$ cat src/rtl/rtc_irq_pkg.sv
package rtc_irq_pkg;
    typedef enum logic [1:0] {
        SRC_4K  = 2'd0,
        SRC_64  = 2'd1,
        SRC_SEC = 2'd2,
        SRC_MIN = 2'd3
    } tmr_src_e;

    localparam int NUM_SRC = 3;
    localparam int IDX_TMR = 0;
    localparam int IDX_UPD = 1;
    localparam int IDX_ALM = 2;
endpackage

$ cat src/rtl/rtc_irq_timer.sv
module rtc_irq_timer
    import rtc_irq_pkg::*;
#(
    parameter int CNT_W = 12
) (
    input  logic             clk,
    input  logic             rst_n,
    input  logic             en,
    input  tmr_src_e         src,
    input  logic [3:0]       ticks,
    input  logic [CNT_W-1:0] reload,
    output logic             expire
);
    typedef struct packed {
        logic [CNT_W-1:0] cnt;
    } tmr_state_t;

    tmr_state_t st_d, st_q;
    logic       tick_sel;

    always_comb begin
        tick_sel = ticks[src];
        expire   = en && tick_sel && (st_q.cnt <= CNT_W'(1));
        st_d     = st_q;
        if (!en) begin
            st_d.cnt = reload;
        end else if (tick_sel) begin
            if (expire) st_d.cnt = reload;
            else        st_d.cnt = st_q.cnt - CNT_W'(1);
        end
    end

    always_ff @(posedge clk or negedge rst_n) begin
        if (!rst_n) st_q <= '0;
        else        st_q <= st_d;
    end
endmodule

$ cat src/rtl/rtc_irq_alarm.sv
module rtc_irq_alarm #(
    parameter int MIN_W  = 7,
    parameter int HOUR_W = 6,
    parameter int DAY_W  = 6,
    parameter int WDAY_W = 3
) (
    input  logic              clk,
    input  logic              rst_n,
    input  logic [MIN_W-1:0]  alm_min,
    input  logic [HOUR_W-1:0] alm_hour,
    input  logic [DAY_W-1:0]  alm_day,
    input  logic              min_en,
    input  logic              hour_en,
    input  logic              day_en,
    input  logic              wday_mode,
    input  logic [MIN_W-1:0]  cal_min,
    input  logic [HOUR_W-1:0] cal_hour,
    input  logic [DAY_W-1:0]  cal_date,
    input  logic [WDAY_W-1:0] cal_wday,
    output logic              hit
);
    localparam int NFIELD = 3;

    typedef struct packed {
        logic match;
    } alm_state_t;

    alm_state_t        st_d, st_q;
    logic [NFIELD-1:0] fld_en, fld_eq, fld_ok;
    logic              day_eq, match_now;

    always_comb begin
        day_eq = wday_mode ? (alm_day[WDAY_W-1:0] == cal_wday) : (alm_day == cal_date);
        fld_en = {day_en, hour_en, min_en};
        fld_eq = {day_eq, alm_hour == cal_hour, alm_min == cal_min};
    end

    for (genvar g = 0; g < NFIELD; g++) begin : g_fld
        assign fld_ok[g] = !fld_en[g] || fld_eq[g];
    end

    always_comb begin
        match_now  = (|fld_en) && (&fld_ok);
        hit        = match_now && !st_q.match;
        st_d       = st_q;
        st_d.match = match_now;
    end

    always_ff @(posedge clk or negedge rst_n) begin
        if (!rst_n) st_q <= '0;
        else        st_q <= st_d;
    end
endmodule

$ cat src/rtl/rtc_irq_pulse.sv
module rtc_irq_pulse #(
    parameter int PULSE_TICKS = 32
) (
    input  logic clk,
    input  logic rst_n,
    input  logic start,
    input  logic tick,
    output logic active
);
    localparam int PW = $clog2(PULSE_TICKS + 1);

    typedef struct packed {
        logic [PW-1:0] left;
    } pls_state_t;

    pls_state_t st_d, st_q;

    always_comb begin
        st_d   = st_q;
        active = (st_q.left != '0);
        if (start)              st_d.left = PW'(PULSE_TICKS);
        else if (tick && active) st_d.left = st_q.left - PW'(1);
    end

    always_ff @(posedge clk or negedge rst_n) begin
        if (!rst_n) st_q <= '0;
        else        st_q <= st_d;
    end
endmodule

$ cat src/rtl/rtc_irq_ctrl.sv
module rtc_irq_ctrl
    import rtc_irq_pkg::*;
#(
    parameter int RELOAD_W    = 12,
    parameter int PULSE_TICKS = 32
) (
    input  logic                clk,
    input  logic                rst_n,
    input  logic                tick_4k,
    input  logic                tick_64,
    input  logic                tick_sec,
    input  logic                tick_min,
    input  logic                tmr_en,
    input  logic [1:0]          tmr_src,
    input  logic [RELOAD_W-1:0] tmr_reload,
    input  logic                tmr_ie,
    input  logic                upd_min_mode,
    input  logic                upd_ie,
    input  logic                alm_ie,
    input  logic [6:0]          alm_min,
    input  logic [5:0]          alm_hour,
    input  logic [5:0]          alm_day,
    input  logic                alm_min_en,
    input  logic                alm_hour_en,
    input  logic                alm_day_en,
    input  logic                alm_wday_mode,
    input  logic [6:0]          cal_min,
    input  logic [5:0]          cal_hour,
    input  logic [5:0]          cal_date,
    input  logic [2:0]          cal_wday,
    input  logic                clr_tf,
    input  logic                clr_uf,
    input  logic                clr_af,
    output logic                tf_flag,
    output logic                uf_flag,
    output logic                af_flag,
    output logic                int_low
);
    logic               tmr_evt, upd_evt, alm_evt, pulse_start, pulse_on;
    logic [NUM_SRC-1:0] fl_set, fl_clr, fl_q;

    rtc_irq_timer #(.CNT_W(RELOAD_W)) u_timer (
        .clk    (clk),
        .rst_n  (rst_n),
        .en     (tmr_en),
        .src    (tmr_src_e'(tmr_src)),
        .ticks  ({tick_min, tick_sec, tick_64, tick_4k}),
        .reload (tmr_reload),
        .expire (tmr_evt)
    );

    rtc_irq_alarm u_alarm (
        .clk       (clk),
        .rst_n     (rst_n),
        .alm_min   (alm_min),
        .alm_hour  (alm_hour),
        .alm_day   (alm_day),
        .min_en    (alm_min_en),
        .hour_en   (alm_hour_en),
        .day_en    (alm_day_en),
        .wday_mode (alm_wday_mode),
        .cal_min   (cal_min),
        .cal_hour  (cal_hour),
        .cal_date  (cal_date),
        .cal_wday  (cal_wday),
        .hit       (alm_evt)
    );

    always_comb begin
        upd_evt     = upd_min_mode ? tick_min : tick_sec;
        pulse_start = (tmr_evt && tmr_ie) || (upd_evt && upd_ie);
        fl_set      = '0;
        fl_clr      = '0;
        fl_set[IDX_TMR] = tmr_evt;
        fl_set[IDX_UPD] = upd_evt;
        fl_set[IDX_ALM] = alm_evt;
        fl_clr[IDX_TMR] = clr_tf;
        fl_clr[IDX_UPD] = clr_uf;
        fl_clr[IDX_ALM] = clr_af;
    end

    for (genvar g = 0; g < NUM_SRC; g++) begin : g_flag
        logic flag_d, flag_q;
        always_comb begin
            flag_d = flag_q;
            if (fl_clr[g]) flag_d = 1'b0;
            if (fl_set[g]) flag_d = 1'b1;
        end
        always_ff @(posedge clk or negedge rst_n) begin
            if (!rst_n) flag_q <= 1'b0;
            else        flag_q <= flag_d;
        end
        assign fl_q[g] = flag_q;
    end

    rtc_irq_pulse #(.PULSE_TICKS(PULSE_TICKS)) u_pulse (
        .clk    (clk),
        .rst_n  (rst_n),
        .start  (pulse_start),
        .tick   (tick_4k),
        .active (pulse_on)
    );

    assign tf_flag = fl_q[IDX_TMR];
    assign uf_flag = fl_q[IDX_UPD];
    assign af_flag = fl_q[IDX_ALM];
    assign int_low = pulse_on || (fl_q[IDX_ALM] && alm_ie);
endmodule

$ cat config.mk
export PLATFORM = sky130hd
export DESIGN_NAME = rtc_irq_ctrl
export DESIGN_NICKNAME = d
export VERILOG_FILES = /design/src/rtl/rtc_irq_pkg.sv /design/src/rtl/rtc_irq_timer.sv /design/src/rtl/rtc_irq_alarm.sv /design/src/rtl/rtc_irq_pulse.sv /design/src/rtl/rtc_irq_ctrl.sv
export SDC_FILE = /design/constraint.sdc
export NUM_CORES = 1
export LEC_CHECK = 0
export CAP_MARGIN = 20
export CORE_AREA = 2 2 62 78
export CTS_CLUSTER_DIAMETER = 80
export DETAILED_ROUTE_END_ITERATION = 8
export DIE_AREA = 0 0 64 80
export GPL_ROUTABILITY_DRIVEN = 0
export HOLD_SLACK_MARGIN = 0.03
export PLACE_DENSITY = 0.81
export SLEW_MARGIN = 15
export SYNTH_ARGS = -nofsm -noshare
export SYNTH_HDL_FRONTEND = slang
export SYNTH_SLANG_ARGS = --single-unit
$ cat constraint.sdc
create_clock -name clk -period 1.9 [get_ports clk]
set_input_delay 0.285 -clock clk [delete_from_list [all_inputs] [get_ports clk]]
set_output_delay 0.285 -clock clk [all_outputs]
set_load 0.01 [all_outputs]
* Word level (Yosys, flattened, before mapping)
Index checks and enable logic that the tools add are counted.
W data, S select, Z words.
** Word-level totals
- Register bits :: 22
- Output and inout bits :: 4
** Cells by class
- Reduce and logical (&&, ||, !) cells :: 24
- Magnitude comparators :: 2
- Eq/ne operators :: 5
- $add $sub $neg :: 2
- Mux-type cells :: 15
** Operators by type and width (number)
- $mux W12 :: 3
- $eq A6 B6 Y1 :: 2
- $le A12 B1 Y1 const B :: 1
- $mux W6 :: 2
- $sub A12 B1 Y12 const B :: 1
- $mux W1 :: 9
- $logic_and A1 B1 Y1 :: 8
- $reduce_bool A2 Y1 :: 4
- $eq A7 B7 Y1 :: 1
- $reduce_bool A6 Y1 :: 1
- $sub A6 B1 Y6 const B :: 1
- $logic_or A1 B1 Y1 :: 5
- $logic_not A1 Y1 :: 4
- $eq A3 B3 Y1 :: 1
- $lt A2 B3 Y1 const B :: 1
- $reduce_and A3 Y1 :: 1
- $reduce_or A3 Y1 :: 1
- $bmux W1 S2 :: 1
- $ne A2 B1 Y1 const B :: 1

* Depth between registers and ports, before layout
- Word-level depth :: 7
- Mapped depth :: 9
- Gate-level depth less buffers :: 7

* Modules after synthesis
Synthesis repeated with hierarchy kept, for this count alone.
** Second synthesis, totals
- Cells, all modules :: 181
- Area, all modules :: 1636.6 um^2
** Modules (own cells, without submodules)
- rtc_irq_timer :: times used 1, seq. area each 300.3 um^2, area an instance 814.5 um^2, cells an instance 91
- rtc_irq_pulse :: times used 1, seq. area each 150.1 um^2, area an instance 377.9 um^2, cells an instance 43
- rtc_irq_alarm :: times used 1, seq. area each 25.0 um^2, area an instance 302.8 um^2, cells an instance 35
- rtc_irq_ctrl :: times used 1, seq. area each 75.1 um^2, area an instance 141.4 um^2, cells an instance 12

* Worst setup path before layout
Ideal clock, no wire load.
- Path type :: input -> register
- From :: input tmr_src[0]
- To :: register u_timer.st_q[4] (netlist name)
- Buffers on the path :: 1
- Cell stages on the path :: 6
- Data required time :: 1.820 ns
- Setup slack :: -0.102 ns
- Arrival time :: 1.921 ns
- Path through :: mux4_2 -> and4b_4 -> a21o_1 -> buf_6 -> or4_4 -> o211ai_2
** On the way
- Cells in the longest elaborated chain, start to end :: 7
- Elaborated cells between the ends (all ways) :: 8
- Classes of those cells :: eq/ne: 1; mux: 5; reduce/logical: 2
** RTL lines
- start, declared :: RTL line rtc_irq_ctrl.sv:14 : input logic [1:0] tmr_src,
- $bmux W1 S2 * :: RTL line rtc_irq_timer.sv:22 : tick_sel = ticks[src];
- $mux W1 (implied by the code) * :: RTL line rtc_irq_timer.sv:22
- $logic_and A1 B1 Y1 (2 in a row) :: RTL line rtc_irq_timer.sv:23 : expire = en && tick_sel && (st_q.cnt <= CNT_W'(1));
- $mux W12 :: RTL line rtc_irq_timer.sv:28 : if (expire) st_d.cnt = reload;
- $mux W12 :: RTL line rtc_irq_timer.sv:27 : end else if (tick_sel) begin
- $mux W12 :: RTL line rtc_irq_timer.sv:25 : if (!en) begin
- end signal, assigned :: RTL line rtc_irq_timer.sv:35 : else st_q <= st_d;
- end, declared :: RTL line rtc_irq_timer.sv:18 : tmr_state_t st_d, st_q;
Mark *: on every way between the ends. The rest lies on a longest branch, timed or not. The select of a mux whose other input is x is not followed.
A chain may end at the register's enable or synchronous reset.

* Worst setup path after layout
- From :: input tmr_src[1]
- To :: register u_timer.st_q[0] (netlist name)
The elaborated chain is that of the path after synthesis.

==> impl_metrics.tcl <==
set metrics [dict create \
    hold_violations 0 \
    fin_ws_ns -0.04453 \
    post-place-ws_ns -0.5682 \
    syn_nets 254 \
    drv_cap 0 \
    vias 1862 \
    insertion_delay_ns 0.27 \
    grt_first_pass_wirelength_mm 8.307 \
    avgSynthCellArea_um2 8.872 \
    avgViaCountPerCell 5.382 \
    status "complete, but fails checks" \
    hold_buffers 0 \
    postSynthCellCount 177 \
    syn_area_um2 1570 \
    synthArstFlopShare 1.000 \
    final_layout_size_suffix_gt1_frac 0.2188 \
    fin_util 0.6512 \
    worst-setup-path-type "input pin to flip-flop" \
    finalSetupViolations 1 \
    fin_total_pwr_mw 1.864 \
    drc_errors 0 \
    max_freq_mhz 514.3 \
    syn_to_final_growth_pct 80.72 \
    die-area_um2 5120 \
    yosys_register_bits 22 \
    grt_pass1_vias 1876 \
    ys.flop_type "dfrtp_1" \
    grt_max_degree 23 \
    synth-edff-count 0 \
    synth_warnings 0 \
    core_um2 4358 \
    hold_ws_ns 0.3582 \
    clock_path_buffers 2 \
    slew_headroom 0.7354 \
    start_util 0.3603 \
    firstDrtPassIters 4 \
    dieHeight_um 80 \
    worstPathMaxFanout 8 \
    ys_seq_area_frac 0.3506 \
    hold_path.class "input pin to async pin" \
    antenna_cells 0 \
    portBuffers 76 \
    design_area_um2 2838 \
    rows 27 \
    setup_tns_ns -0.04453 \
    htreeDepth 1 \
    die_w_um 64 \
    dp_hpwl_mm 3.822 \
    cts_tree "yes" \
    track_usage 0.2040 \
    numCtsBuffers 3 \
    cts_root_buf "clkbuf_8" \
    routedWlPerCell_um 15.47 \
    p_leak_nw 1.186 \
    grt_setup_unrepaired "yes" \
    crit_arrival_ns 2.08 \
    routed_wl_mm 5.351 \
    synth_top_area_frac 0.3506 \
    fin_nets 366 \
    grt_remaining_overflow 0 \
    fin_crit_ns 1.945 \
    cp.required_ns 2.04 \
    ir_drop_v 0.0002687 \
    yosysTopAreaCell "dfrtp_1" \
    violations "setup timing" \
    skew_ns 0.009730 \
    drt_iter0_markers 113 \
    cp_slowest_cell "clkdlybuf4s50_1" \
    p_per_area_nw_per_um2 656.9 \
    antenna_found_initial 0 \
    pin_count 77 \
    antenna_left 0 \
    ys_types 45 \
    clk_pin_slew_ns 0.09 \
    worst_pin_slew_ns 0.3920 \
    synth_area_leaders "dfrtp_1 35%, xnor2_1 9.5%, xor2_1 5.6%, nor2_1 3.6%, ha_1 3.2%" \
    cts_sinks 22 \
    crit_path_end_kind "flip-flop" \
    cp-start-kind "input pin" \
    crit_path_cell_trace "clkdlybuf4s50_1 > mux4_2 > and4b_4 > a21o_4 > buf_4 > o311ai_0" \
    post-place-cells 336 \
    final_cells 346 \
    fillers 346 \
    slew_viol_final 0 \
    fin_crit_sh 1.023 \
    max_stage_delay_ns 0.46 \
    post_dp_cell_area_um2 2611 \
]
## report_power, final
part           leakage [nW]  switching [mW]  internal (mW)  total (mW)
Clock                0.0288           0.158          0.185       0.343
Combinational         0.891           0.367          0.462       0.829
Sequential            0.267           0.123          0.570       0.692
## metal layers
metal | part of all wire | global-route usage | wire, um
met5 | 0 | 0 | 0
met4 | 0.045 | 0.07826 | 242
met3 | 0.063 | 0.01693 | 337
met2 | 0.55 | 0.4063 | 2944
met1 | 0.34 | 0.2165 | 1826
## logic make-up after synthesis
group | count (synthesis) | share of synthesized area
compound gates | 37 | 0.1666
buf+inv | 18 | 0.04860
flops | 22 | 0.3506
fa+ha+maj | 4 | 0.03187
xor+xnor | 27 | 0.1506
mux | 2 | 0.02072
simple gates | 67 | 0.2311
## critical path, delay by kind of cell
family	cells	cell delay [ns]
compound gates	2	0.64
buf+inv	2	0.61
mux	1	0.32
simple gates	1	0.23
## state kept, by name, summed over array words and instances (netlist names)
register,flops
u_alarm.st_q,1
tf_flag,1
uf_flag,1
u_pulse.st_q,6
u_timer.st_q,12
af_flag,1
## placed cells by master, fill, tap and decap left out, types with 3 or more instances in the layout
| cell | instances |
|---|---|
| a211o_1 | 3 |
| a21oi_1 | 4 |
| and3_1 | 4 |
| buf_4 | 31 |
| buf_6 | 3 |
| clkbuf_8 | 4 |
| clkdlybuf4s50_1 | 70 |
| dfrtp_1 | 22 |
| dlygate4sd2_1 | 6 |
| inv_1 | 11 |
| nand2_1 | 10 |
| nand3_1 | 10 |
| nand4_1 | 3 |
| nor2_1 | 14 |
| nor3_1 | 4 |
| o21ai_0 | 6 |
| o21ai_1 | 3 |
| o22ai_1 | 3 |
| xnor2_1 | 17 |
| xor2_1 | 10 |
## layout make-up
| cell class | instances | area, um2 | area share |
|---|---|---|---|
| clock buffers | 4 | 55.05 | 0.01940 |
| inverters | 13 | 48.80 | 0.01720 |
| multi-input cells | 139 | 1091 | 0.3845 |
| flip-flops and latches | 22 | 550.5 | 0.1940 |
| well taps | 58 | 72.57 | 0.02557 |
| repair buffers | 110 | 1020 | 0.3593 |
## synthesized netlist by cell type, types with 4 or more instances
| master | number |
|---|---|
| dfrtp_1 | 22 |
| nor4_1 | 6 |
| nand3_1 | 10 |
| inv_1 | 13 |
| xor2_1 | 10 |
| o21ai_0 | 9 |
| xnor2_1 | 17 |
| and3_1 | 4 |
| ha_1 | 4 |
| nand2_1 | 10 |
| nor3_1 | 6 |
| a21oi_1 | 5 |
| nor2_1 | 15 |
## what timing repair did
item | in CTS | in global routing
pin swaps | 4 | 9
setup endpoints to repair | 18 | 14
resized for setup | 22 | 16
buffers inserted | 0 | 4
cloned | 2 | 0
## path summary, 6_finish.rpt
path                            startpoint         endpoint  slack (ns)  depth (start not counted)
setup / recovery                tmr_src[1]  u_timer.st_q[0]       -0.04                          6
hold / removal                       rst_n  u_timer.st_q[2]        0.36                          2
setup reg to reg           u_timer.st_q[0]  u_pulse.st_q[1]        0.03                          8
hold reg to reg               u_alarm.st_q          af_flag        0.42                          1
max in group asynchronous            rst_n  u_pulse.st_q[5]        1.30                          2
min in group clk              u_alarm.st_q          af_flag        0.42                          1
(Power assumes the default switching activity.)
